[config.mk]
export PLATFORM = sky130hd
export DESIGN_NAME = byte_uart
export DESIGN_NICKNAME = d
export VERILOG_FILES = /design/src/rtl/uart_pkg.sv /design/src/rtl/uart_tick_gen.sv /design/src/rtl/uart_tx_fsm.sv /design/src/rtl/uart_rx_fsm.sv /design/src/rtl/uart_rx_fifo.sv /design/src/rtl/byte_uart.sv
export SDC_FILE = /design/constraint.sdc
export NUM_CORES = 1
export LEC_CHECK = 0
export ABC_CLOCK_PERIOD_IN_PS = 4500
export CAP_MARGIN = 20
export CELL_PAD_IN_SITES_DETAIL_PLACEMENT = 0
export CELL_PAD_IN_SITES_GLOBAL_PLACEMENT = 1
export CORE_MARGIN = 2
export CORE_UTILIZATION = 40
export CTS_BUF_LIST = sky130_fd_sc_hd__clkbuf_2 sky130_fd_sc_hd__clkbuf_4 sky130_fd_sc_hd__clkbuf_8
export DETAILED_ROUTE_END_ITERATION = 6
export PLACE_DENSITY = 0.69
export SKIP_LAST_GASP = 1
export SLEW_MARGIN = 0
export SYNTH_ARGS = -nofsm -noshare
export SYNTH_HDL_FRONTEND = slang
export SYNTH_SLANG_ARGS = --single-unit
[constraint.sdc]
create_clock -name clk -period 4.5 [get_ports clk]
set_input_delay 0.9 -clock clk [delete_from_list [all_inputs] [get_ports clk]]
set_output_delay 0.9 -clock clk [all_outputs]
set_load 0.03 [all_outputs]
[src/rtl/uart_pkg.sv]
package uart_pkg;

    typedef enum logic [1:0] {
        TX_IDLE,
        TX_START,
        TX_DATA,
        TX_STOP
    } tx_state_e;

    typedef enum logic [1:0] {
        RX_IDLE,
        RX_START,
        RX_DATA,
        RX_STOP
    } rx_state_e;

    // Register indices (address bits [4:2])
    localparam logic [2:0] REG_DATA   = 3'd4;
    localparam logic [2:0] REG_STATUS = 3'd5;
    localparam logic [2:0] REG_DIV_LO = 3'd6;
    localparam logic [2:0] REG_DIV_HI = 3'd7;

    // Status bit positions
    localparam int ST_FERR    = 0;
    localparam int ST_OERR    = 1;
    localparam int ST_RXIE    = 2;
    localparam int ST_FULL    = 3;
    localparam int ST_ONEFREE = 4;
    localparam int ST_EMPTY   = 5;
    localparam int ST_TXIE    = 6;
    localparam int ST_TXEMPTY = 7;

    localparam int TICKS_PER_BIT = 4;
    localparam int CHAR_BITS     = 8;

endpackage

[src/rtl/uart_tick_gen.sv]
module uart_tick_gen #(
    parameter int DIV_W = 16
) (
    input  logic             clk,
    input  logic             rst_n,
    input  logic [DIV_W-1:0] divisor,
    output logic             tick
);
    logic [DIV_W-1:0] cnt;

    assign tick = (cnt >= divisor);

    always_ff @(posedge clk or negedge rst_n) begin
        if (!rst_n)    cnt <= '0;
        else if (tick) cnt <= '0;
        else           cnt <= cnt + 1'b1;
    end
endmodule

[src/rtl/uart_tx_fsm.sv]
module uart_tx_fsm
    import uart_pkg::*;
#(
    parameter int W = CHAR_BITS
) (
    input  logic         clk,
    input  logic         rst_n,
    input  logic         tick,
    input  logic         load,
    input  logic [W-1:0] load_data,
    output logic         hold_empty,
    output logic         busy,
    output logic         txd
);
    localparam int PH_W  = $clog2(TICKS_PER_BIT);
    localparam int IDX_W = $clog2(W);
    localparam logic [PH_W-1:0]  PH_LAST  = PH_W'(TICKS_PER_BIT - 1);
    localparam logic [IDX_W-1:0] IDX_LAST = IDX_W'(W - 1);

    tx_state_e        state, state_nxt;
    logic [PH_W-1:0]  phase;
    logic [IDX_W-1:0] bit_idx;
    logic [W-1:0]     shreg;
    logic [W-1:0]     hold;
    logic             hold_valid;
    logic             bit_done;

    assign bit_done = tick && (phase == PH_LAST);

    // state register
    always_ff @(posedge clk or negedge rst_n) begin
        if (!rst_n) state <= TX_IDLE;
        else        state <= state_nxt;
    end

    // next state
    always_comb begin
        state_nxt = state;
        unique case (state)
            TX_IDLE:  if (tick && hold_valid)              state_nxt = TX_START;
            TX_START: if (bit_done)                        state_nxt = TX_DATA;
            TX_DATA:  if (bit_done && bit_idx == IDX_LAST) state_nxt = TX_STOP;
            TX_STOP:  if (bit_done)                        state_nxt = TX_IDLE;
            default:                                       state_nxt = TX_IDLE;
        endcase
    end

    // datapath
    always_ff @(posedge clk or negedge rst_n) begin
        if (!rst_n) begin
            phase      <= '0;
            bit_idx    <= '0;
            shreg      <= '0;
            hold       <= '0;
            hold_valid <= 1'b0;
        end else begin
            if (load && !hold_valid) begin
                hold       <= load_data;
                hold_valid <= 1'b1;
            end else if (state == TX_IDLE && tick && hold_valid) begin
                shreg      <= hold;
                hold_valid <= 1'b0;
            end

            if (state == TX_IDLE) phase <= '0;
            else if (tick)        phase <= phase + 1'b1;

            if (state != TX_DATA) begin
                bit_idx <= '0;
            end else if (bit_done) begin
                bit_idx <= bit_idx + 1'b1;
                shreg   <= shreg >> 1;
            end
        end
    end

    // outputs
    always_comb begin
        unique case (state)
            TX_IDLE:  txd = 1'b1;
            TX_START: txd = 1'b0;
            TX_DATA:  txd = shreg[0];
            TX_STOP:  txd = 1'b1;
            default:  txd = 1'b1;
        endcase
    end

    assign hold_empty = !hold_valid;
    assign busy       = (state != TX_IDLE);
endmodule

[src/rtl/uart_rx_fsm.sv]
module uart_rx_fsm
    import uart_pkg::*;
#(
    parameter int W = CHAR_BITS
) (
    input  logic         clk,
    input  logic         rst_n,
    input  logic         tick,
    input  logic         rxd,
    output logic         push,
    output logic [W-1:0] push_data,
    output logic         frame_err
);
    localparam int PH_W  = $clog2(TICKS_PER_BIT);
    localparam int IDX_W = $clog2(W);
    localparam logic [PH_W-1:0]  PH_LAST  = PH_W'(TICKS_PER_BIT - 1);
    localparam logic [IDX_W-1:0] IDX_LAST = IDX_W'(W - 1);

    rx_state_e        state, state_nxt;
    logic [1:0]       sync;
    logic             rx_s;
    logic             prev_s;
    logic [PH_W-1:0]  phase;
    logic [IDX_W-1:0] bit_idx;
    logic [W-1:0]     shreg;
    logic             sample;

    assign rx_s   = sync[1];
    assign sample = tick && (phase == PH_LAST);

    always_ff @(posedge clk or negedge rst_n) begin
        if (!rst_n) sync <= 2'b11;
        else        sync <= {sync[0], rxd};
    end

    // state register
    always_ff @(posedge clk or negedge rst_n) begin
        if (!rst_n) state <= RX_IDLE;
        else        state <= state_nxt;
    end

    // next state
    always_comb begin
        state_nxt = state;
        unique case (state)
            RX_IDLE:  if (tick && prev_s && !rx_s)       state_nxt = RX_START;
            RX_START: if (tick)                          state_nxt = rx_s ? RX_IDLE : RX_DATA;
            RX_DATA:  if (sample && bit_idx == IDX_LAST) state_nxt = RX_STOP;
            RX_STOP:  if (sample)                        state_nxt = RX_IDLE;
            default:                                     state_nxt = RX_IDLE;
        endcase
    end

    // datapath
    always_ff @(posedge clk or negedge rst_n) begin
        if (!rst_n) begin
            prev_s  <= 1'b1;
            phase   <= '0;
            bit_idx <= '0;
            shreg   <= '0;
        end else begin
            if (tick) prev_s <= rx_s;

            if (state_nxt != state) phase <= '0;
            else if (tick)          phase <= phase + 1'b1;

            if (state != RX_DATA) begin
                bit_idx <= '0;
            end else if (sample) begin
                bit_idx <= bit_idx + 1'b1;
                shreg   <= {rx_s, shreg[W-1:1]};
            end
        end
    end

    // outputs
    assign push      = (state == RX_STOP) && sample;
    assign push_data = shreg;
    assign frame_err = !rx_s;
endmodule

[src/rtl/uart_rx_fifo.sv]
module uart_rx_fifo #(
    parameter int DEPTH = 4,
    parameter int W     = 8,
    localparam int PTR_W = $clog2(DEPTH),
    localparam int CNT_W = $clog2(DEPTH + 1)
) (
    input  logic             clk,
    input  logic             rst_n,
    input  logic             push,
    input  logic [W-1:0]     push_data,
    input  logic             pop,
    output logic [W-1:0]     head,
    output logic [CNT_W-1:0] count,
    output logic             empty,
    output logic             full,
    output logic             one_free,
    output logic             push_ok
);
    localparam logic [PTR_W-1:0] PTR_LAST = PTR_W'(DEPTH - 1);

    logic [W-1:0]     mem [DEPTH];
    logic [PTR_W-1:0] wr_ptr, rd_ptr;
    logic             pop_ok;

    assign empty    = (count == '0);
    assign full     = (count == CNT_W'(DEPTH));
    assign one_free = (count == CNT_W'(DEPTH - 1));
    assign pop_ok   = pop && !empty;
    assign push_ok  = push && (!full || pop_ok);
    assign head     = empty ? '0 : mem[rd_ptr];

    always_ff @(posedge clk or negedge rst_n) begin
        if (!rst_n) begin
            wr_ptr <= '0;
            rd_ptr <= '0;
            count  <= '0;
        end else begin
            if (push_ok) wr_ptr <= (wr_ptr == PTR_LAST) ? '0 : wr_ptr + 1'b1;
            if (pop_ok)  rd_ptr <= (rd_ptr == PTR_LAST) ? '0 : rd_ptr + 1'b1;
            if (push_ok && !pop_ok)      count <= count + 1'b1;
            else if (pop_ok && !push_ok) count <= count - 1'b1;
        end
    end

    always_ff @(posedge clk) begin
        if (push_ok) mem[wr_ptr] <= push_data;
    end
endmodule

[src/rtl/byte_uart.sv]
module byte_uart
    import uart_pkg::*;
#(
    parameter int unsigned RESET_DIV  = 3,
    parameter int          FIFO_DEPTH = 4,
    parameter logic [31:0] ID_WORD    = 32'h5A3C01A7,
    localparam int DIV_W = 16,
    localparam int CNT_W = $clog2(FIFO_DEPTH + 1)
) (
    input  logic       clk,
    input  logic       rst_n,
    input  logic [4:0] bus_addr,
    input  logic       bus_wr,
    input  logic       bus_rd,
    input  logic [7:0] bus_wdata,
    output logic [7:0] bus_rdata,
    input  logic       rxd,
    output logic       txd,
    output logic       irq
);
    localparam logic [DIV_W-1:0] DIV_INIT = DIV_W'(RESET_DIV);

    logic [7:0]       id_byte [4];
    logic             addr_ok;
    logic [2:0]       idx;
    logic             wr_data, wr_status, wr_div_lo, wr_div_hi, rd_pop;
    logic [7:0]       div_lo, div_hi;
    logic             rx_ie, tx_ie, ferr_flag, oerr_flag;
    logic             tick;
    logic             tx_hold_empty, tx_busy;
    logic             rx_push, rx_frame_err;
    logic [7:0]       rx_data;
    logic [7:0]       fifo_head;
    logic [CNT_W-1:0] fifo_count;
    logic             fifo_empty, fifo_full, fifo_one_free, fifo_push_ok;
    logic             ferr_set, oerr_set;
    logic [7:0]       status;

    for (genvar g = 0; g < 4; g++) begin : g_id
        assign id_byte[g] = ID_WORD[8*g +: 8];
    end

    // address decode
    assign addr_ok   = (bus_addr[1:0] == 2'b00);
    assign idx       = bus_addr[4:2];
    assign wr_data   = bus_wr && addr_ok && (idx == REG_DATA);
    assign wr_status = bus_wr && addr_ok && (idx == REG_STATUS);
    assign wr_div_lo = bus_wr && addr_ok && (idx == REG_DIV_LO);
    assign wr_div_hi = bus_wr && addr_ok && (idx == REG_DIV_HI);
    assign rd_pop    = bus_rd && addr_ok && (idx == REG_DATA);

    uart_tick_gen #(.DIV_W(DIV_W)) u_tick (
        .clk     (clk),
        .rst_n   (rst_n),
        .divisor ({div_hi, div_lo}),
        .tick    (tick)
    );

    uart_tx_fsm #(.W(CHAR_BITS)) u_tx (
        .clk        (clk),
        .rst_n      (rst_n),
        .tick       (tick),
        .load       (wr_data),
        .load_data  (bus_wdata),
        .hold_empty (tx_hold_empty),
        .busy       (tx_busy),
        .txd        (txd)
    );

    uart_rx_fsm #(.W(CHAR_BITS)) u_rx (
        .clk       (clk),
        .rst_n     (rst_n),
        .tick      (tick),
        .rxd       (rxd),
        .push      (rx_push),
        .push_data (rx_data),
        .frame_err (rx_frame_err)
    );

    uart_rx_fifo #(.DEPTH(FIFO_DEPTH), .W(CHAR_BITS)) u_fifo (
        .clk       (clk),
        .rst_n     (rst_n),
        .push      (rx_push),
        .push_data (rx_data),
        .pop       (rd_pop),
        .head      (fifo_head),
        .count     (fifo_count),
        .empty     (fifo_empty),
        .full      (fifo_full),
        .one_free  (fifo_one_free),
        .push_ok   (fifo_push_ok)
    );

    assign ferr_set = rx_push && rx_frame_err;
    assign oerr_set = rx_push && !fifo_push_ok;

    // control / status registers
    always_ff @(posedge clk or negedge rst_n) begin
        if (!rst_n) begin
            div_lo    <= DIV_INIT[7:0];
            div_hi    <= DIV_INIT[15:8];
            rx_ie     <= 1'b0;
            tx_ie     <= 1'b0;
            ferr_flag <= 1'b0;
            oerr_flag <= 1'b0;
        end else begin
            if (wr_div_lo) div_lo <= bus_wdata;
            if (wr_div_hi) div_hi <= bus_wdata;
            if (wr_status) begin
                rx_ie <= bus_wdata[ST_RXIE];
                tx_ie <= bus_wdata[ST_TXIE];
            end
            ferr_flag <= (wr_status ? (ferr_flag & bus_wdata[ST_FERR]) : ferr_flag) | ferr_set;
            oerr_flag <= (wr_status ? (oerr_flag & bus_wdata[ST_OERR]) : oerr_flag) | oerr_set;
        end
    end

    always_comb begin
        status             = '0;
        status[ST_FERR]    = ferr_flag;
        status[ST_OERR]    = oerr_flag;
        status[ST_RXIE]    = rx_ie;
        status[ST_FULL]    = fifo_full;
        status[ST_ONEFREE] = fifo_one_free;
        status[ST_EMPTY]   = fifo_empty;
        status[ST_TXIE]    = tx_ie;
        status[ST_TXEMPTY] = tx_hold_empty;
    end

    // read mux
    always_comb begin
        bus_rdata = '0;
        if (addr_ok) begin
            unique case (idx)
                REG_DATA:   bus_rdata = fifo_head;
                REG_STATUS: bus_rdata = status;
                REG_DIV_LO: bus_rdata = div_lo;
                REG_DIV_HI: bus_rdata = div_hi;
                default:    bus_rdata = id_byte[idx[1:0]];
            endcase
        end
    end

    assign irq = (rx_ie && (!fifo_empty || ferr_flag || oerr_flag))
              || (tx_ie && tx_hold_empty);
endmodule

## Word-level counts from Yosys, hierarchy flattened

Memories as Yosys holds them, arrays and structs flattened.
Index checks and enable logic that the tools add are counted.

- Register bits after elaboration: 85
- Bits in writable memories: 32
- Output and inout bits: 10
- Memories: 1

Memory list:

| memory | depth | bits a word | rd ports | clocked after memory_dff | wr ports | line | RTL |
|---|---|---|---|---|---|---|---|
| u_fifo.mem | 4 | 8 | 1 | 0 | 1 | uart_rx_fifo.sv:21 | `logic [W-1:0] mem [DEPTH];` |

- $add $sub $neg: 9
- $lt $le $gt $ge: 2
- Eq/ne operators: 25
- Muxes and demuxes: 41
- Bitwise logic cells: 6
- Reductions and logical operators: 49

Operator list:

| cell | number |
|---|---|
| two-way mux 8 bit | 8 |
| case mux 8 bit (4 select lines) | 1 |
| two-way mux 2 bit | 15 |
| logical AND 1 bit | 26 |
| equality test 3 bit (second input constant) | 7 |
| two-way mux 3 bit | 6 |
| adder 16 x 1 -> 16 bit (second input constant) | 1 |
| binary-select mux 8 bit (select 2 bit) | 1 |
| equality test 2 bit (second input constant) | 8 |
| >= comparator 16 bit | 1 |
| two-way mux 16 bit | 1 |
| case mux 2 bit (4 select lines) | 2 |
| nonzero test 2 bit | 6 |
| adder 3 x 1 -> 3 bit (second input constant) | 3 |
| adder 2 x 1 -> 2 bit (second input constant) | 4 |
| inequality test 2 x 1 -> 1 bit (second input constant) | 4 |
| zero test 1 bit | 6 |
| zero test 2 bit | 3 |
| two-way mux 1 bit | 6 |
| equality test 2 x 1 -> 1 bit (second input constant) | 2 |
| logical OR 1 bit | 4 |
| inequality test 2 bit (second input constant) | 2 |
| AND reduction 4 bit | 1 |
| equality test 3 x 2 -> 1 bit (second input constant) | 1 |
| other kinds (11) | 13 |

## Longest topological paths before layout

- Word-level depth: 10
- Mapped depth: 13
- Depth with buffers taken out: 13

## Modules after synthesis

A second synthesis with hierarchy kept.

- Cells, all modules: 487
- Area, all modules: 6124.6 um^2

By module, submodules not included:

| module | times used | cells an instance | area an instance (um^2) | sequential area each (um^2) |
|---|---|---|---|---|
| uart_rx_fifo | 1 | 89 | 1714.1 | 1136.1 |
| uart_tick_gen | 1 | 130 | 1260.0 | 400.4 |
| uart_tx_fsm | 1 | 106 | 1218.7 | 600.6 |
| byte_uart | 1 | 100 | 1144.8 | 503.0 |
| uart_rx_fsm | 1 | 62 | 787.0 | 454.2 |

## Worst setup path after synthesis

Ideal clock, no wire load.

- Kind: input-to-output
- Start point: input port bus_addr[2]
- End point: output port bus_rdata[0]
- Data arrival time: 2.512 ns
- Data required time: 3.600 ns
- Slack: 1.088 ns
- Stages: 9
- Path buffers: 1
- Cells stage by stage: inv_1 -> ha_1 -> and2_1 -> clkbuf_1 -> a22o_1 -> a21oi_1 -> o21ai_0 -> a21oi_1 -> nor3_1

- Word-level cells in the longest chain between the ends: 6
- Elaborated cells between the ends (all ways): 10
- Those cells by class: 4 x eq/ne; 5 x mux; 1 x bitwise

Ends and longest elaborated chain:

| item | line | RTL |
|---|---|---|
| from (decl) | byte_uart.sv:12 | `input logic [4:0] bus_addr,` |
| inverter 2 -> 3 bit (implied by the code) | byte_uart.sv:139 | `default: bus_rdata = id_byte[idx[1:0]];` |
| binary-select mux 8 bit (select 2 bit) | byte_uart.sv:139 |  |
| two-way mux 8 bit (implied by the code) (2 in series) | byte_uart.sv:139 |  |
| case mux 8 bit (4 select lines) (*) | byte_uart.sv:134 | `unique case (idx)` |
| two-way mux 8 bit (*) | byte_uart.sv:133 | `if (addr_ok) begin` |
| to (decl) | byte_uart.sv:16 | `output logic [7:0] bus_rdata,` |

Every way passes the cells marked *; elsewhere a longest branch is shown, timed or not. The select of a mux whose other input is x is not followed.

## Final worst setup path

- Start point: input port bus_addr[3]
- End point: output port bus_rdata[4]

Same word-level chain as after synthesis.

==> results.ini <==
[outcome]
outcome = completed

[final_layout]
nNetsFinal = 575
syn2layout_area_growth_pct = 14.5
fin_util_pct = 47.3
n_fill_cell = 1312
multi_input_area_um2 = 2520
drive_above_1_share_pct = 16.9
n_antenna_cell = 0
register_area_um2 = 3090

[global_route]
grt_antenna_before_repair = 0
overflow = 0
grt_max_degree = 54
grt_pass1_vias = 3913
grt_pass1_wl_um = 20000
grt_usage_pct = 17.5

[placed_design]
port_buffers = 27
dp_hpwl_um = 8850
gp_congestion = 0.839

[clock_network]
htreeDepth = 4
numCtsBuffers = 17
cts_setup_buffers = 0
cts_tree = done
cts.sinks = 117
ctsResizeCount = 0
ctsHoldBuffers = 0
clk_latency_ns = 0.44
clockRootBuffer = clkbuf_8
path_clk_slew_ns = 0.07
cts_max_path_buffers = 2

[routing]
drcViolationCount = 0
first_pass_iters = 7
drt_wl_total_um = 12200
final_antenna_net_count = 0
via_count = 3867
drt_iter0_markers = 231
wl_per_cell_um = 17.2
viasPerCell = 5.43

[yosys]
synth_fp_nets = 539
synthFlopType = dfrtp_1
ys_ff_latch = 117
synth_edf_count = 32
syn_avg_cell_area_um2 = 12.0
synth_cells = 483
async_flop_share_pct = 72.6
ys_seq_area_share_pct = 53.6
syn_area_um2 = 5770
ys_types = 53
yosysWarnings = 0

[critical_path]
worstReg2RegStart = div_hi[5]
crit_arrival_ns = 3.38
r2r_slack_ns = 0.84
crit_required_ns = 3.60
crit_fanout = 5
cp-end-kind = primary output
cp-start-kind = primary input
crit_type = in2out
r2r_cells = 13
r2r-end = u_fifo.count[2]

[run]
maxCapViolations = 0

[die]
ios = 28
die_x_um = 124
core_area_um2 = 14000
rows = 43
chipHeight_um = 124
dieArea_um2 = 15400
initial_core_util_pct = 41.3

[sta]
maxSlewHeadroom_pct = 50.0
finalCritPeriodShare_pct = 95.1
period_needed_ns = 4.28
rsz0062_at_grt = false
clock.fmax_mhz = 234
drv_slew = 0
hold_violations = 0
setup_violations = 0
worst_pin_slew_ns = 0.744
setup_tns_ns = 0
skew_ns = 0.0103

[power]
cellLeakagePower_nw = 2.95
powerDensity_nw_per_um2 = 402
irDropWorstVdd_mv = 0.214

[hold_path]
hold_start = u_rx.sync[0]
hold_path_class = reg2reg
whs_path_depth = 0
whs_endpoint = u_rx.sync[1]

-- cell families (layout without fill, tap and decap cells) --
logic type               count (synthesis)  in the layout  synth area share [%]
AND/OR/NAND/NOR                        138            138                  11.7
multiplexers                            43             43                  10.4
adder cells (fa/ha/maj)                 38             38                  8.36
flip-flops                             117            117                  53.6
XOR/XNOR                                20             20                  3.03
AO/OA/AOI/OAI                           86             86                  10.0
buffers and inverters                   41             90                  2.86
-- per-layer routing --
layer	vias to the layer above	track usage, %	wire length (um)
met5	-	0	0
met1	1961	22.3	5430
met4	0	5.48	146
li1	1826	-	-
met3	16	4.44	462
met2	64	29.4	6180
-- power by group --
part	internal [mW]	switching [mW]	total, mW
combinational	0.218	0.255	0.472
sequential	1.17	0.118	1.29
clock	0.447	0.452	0.898
total	1.83	0.825	2.66
-- final cells by class --
| type | instances | area share (%) |
|---|---|---|
| flip-flops and latches | 117 | 46.8 |
| multi-input cells | 325 | 38.1 |
| repair buffers | 32 | 4.62 |
| clock buffers | 18 | 3.65 |
| well taps | 180 | 3.41 |
| clock inverters | 14 | 1.97 |
| inverters | 26 | 1.48 |
-- how the worst max path moves through the flow --
stage / start / endpoint / slack [ns] / cells after the start
CTS: bus_addr[3] / bus_rdata[4] / 0.22 / 9
global route: bus_addr[3] / bus_rdata[0] / 0.04 / 8
finish: bus_addr[3] / bus_rdata[4] / 0.22 / 9
detailed placement: bus_addr[3] / bus_rdata[4] / 0.23 / 9
floorplan: bus_addr[2] / bus_rdata[0] / 1.09 / 9
global placement: bus_addr[3] / bus_rdata[4] / 0.26 / 9
-- worst max-delay path, cell delays in order --
cell	delay (ns)
clkdlybuf4s50_1	0.55
inv_1	0.08
ha_1	0.24
o41ai_1	0.54
a221oi_1	0.11
o21ai_0	0.12
a21oi_1	0.06
nor2_1	0.10
clkdlybuf4s50_1	0.68
-- flip-flops by register name, summed over array words and instances, names as in the netlist, 3 cells and up --
register and cells:
u_tick.cnt 16, u_fifo.mem 32, u_rx.bit_idx 3, div_lo 8
u_tx.hold 8, u_tx.shreg 8, u_rx.push_data 8, u_tx.bit_idx 3
div_hi 8, u_fifo.count 3
-- synth_stat cells (3+ instances only) --
master / number / area, um^2
a31oi_1: 10 / 62.6
o21ai_0: 28 / 140
a22o_1: 3 / 26.3
ha_1: 37 / 463
mux2_2: 23 / 259
and2_1: 10 / 62.6
a221oi_1: 4 / 35.0
mux4_2: 8 / 180
edfxtp_1: 32 / 961
mux2_4: 8 / 120
a21oi_1: 13 / 65.1
nand2_1: 31 / 116
nand4_1: 5 / 31.3
buf_2: 3 / 15.0
a21boi_0: 3 / 22.5
nor2_1: 36 / 135
and3_1: 5 / 31.3
dfrtp_1: 80 / 2000
xor2_1: 11 / 96.3
nand3_1: 24 / 120
nor3_1: 15 / 75.1
nor2b_1: 3 / 18.8
o31ai_1: 7 / 52.6
xnor2_1: 9 / 78.8
clkbuf_1: 9 / 33.8
mux2i_1: 4 / 40.0
dfstp_2: 5 / 131
inv_1: 26 / 97.6
-- per-stage QoR --
stage	instance area, um^2	setup WS, ns	instances	total power, mW	hold slack (ns)
floorplan	5770	1.09	483	1.61	0.345
global placement	6240	0.257	680	1.77	0.347
detailed placement	6240	0.231	680	1.79	0.351
CTS	6610	0.218	712	2.70	0.362
global route	6610	0.0434	712	2.82	0.366
finish	6610	0.219	712	2.66	0.361
-- cells in the final DEF (no fill, tap or decap), drive strengths merged, types with 11 or more instances in the layout --
cell type	netlist	layout
a21oi	13	13
clkbuf	9	18
clkdlybuf4s50	0	26
dfrtp	80	80
edfxtp	32	32
ha	37	37
inv	26	30
mux2	31	31
nand2	31	31
nand3	24	24
nor2	36	36
nor3	15	15
o21ai	28	28
xor2	11	11
No activity file was read; power rests on OpenSTA's default activity.
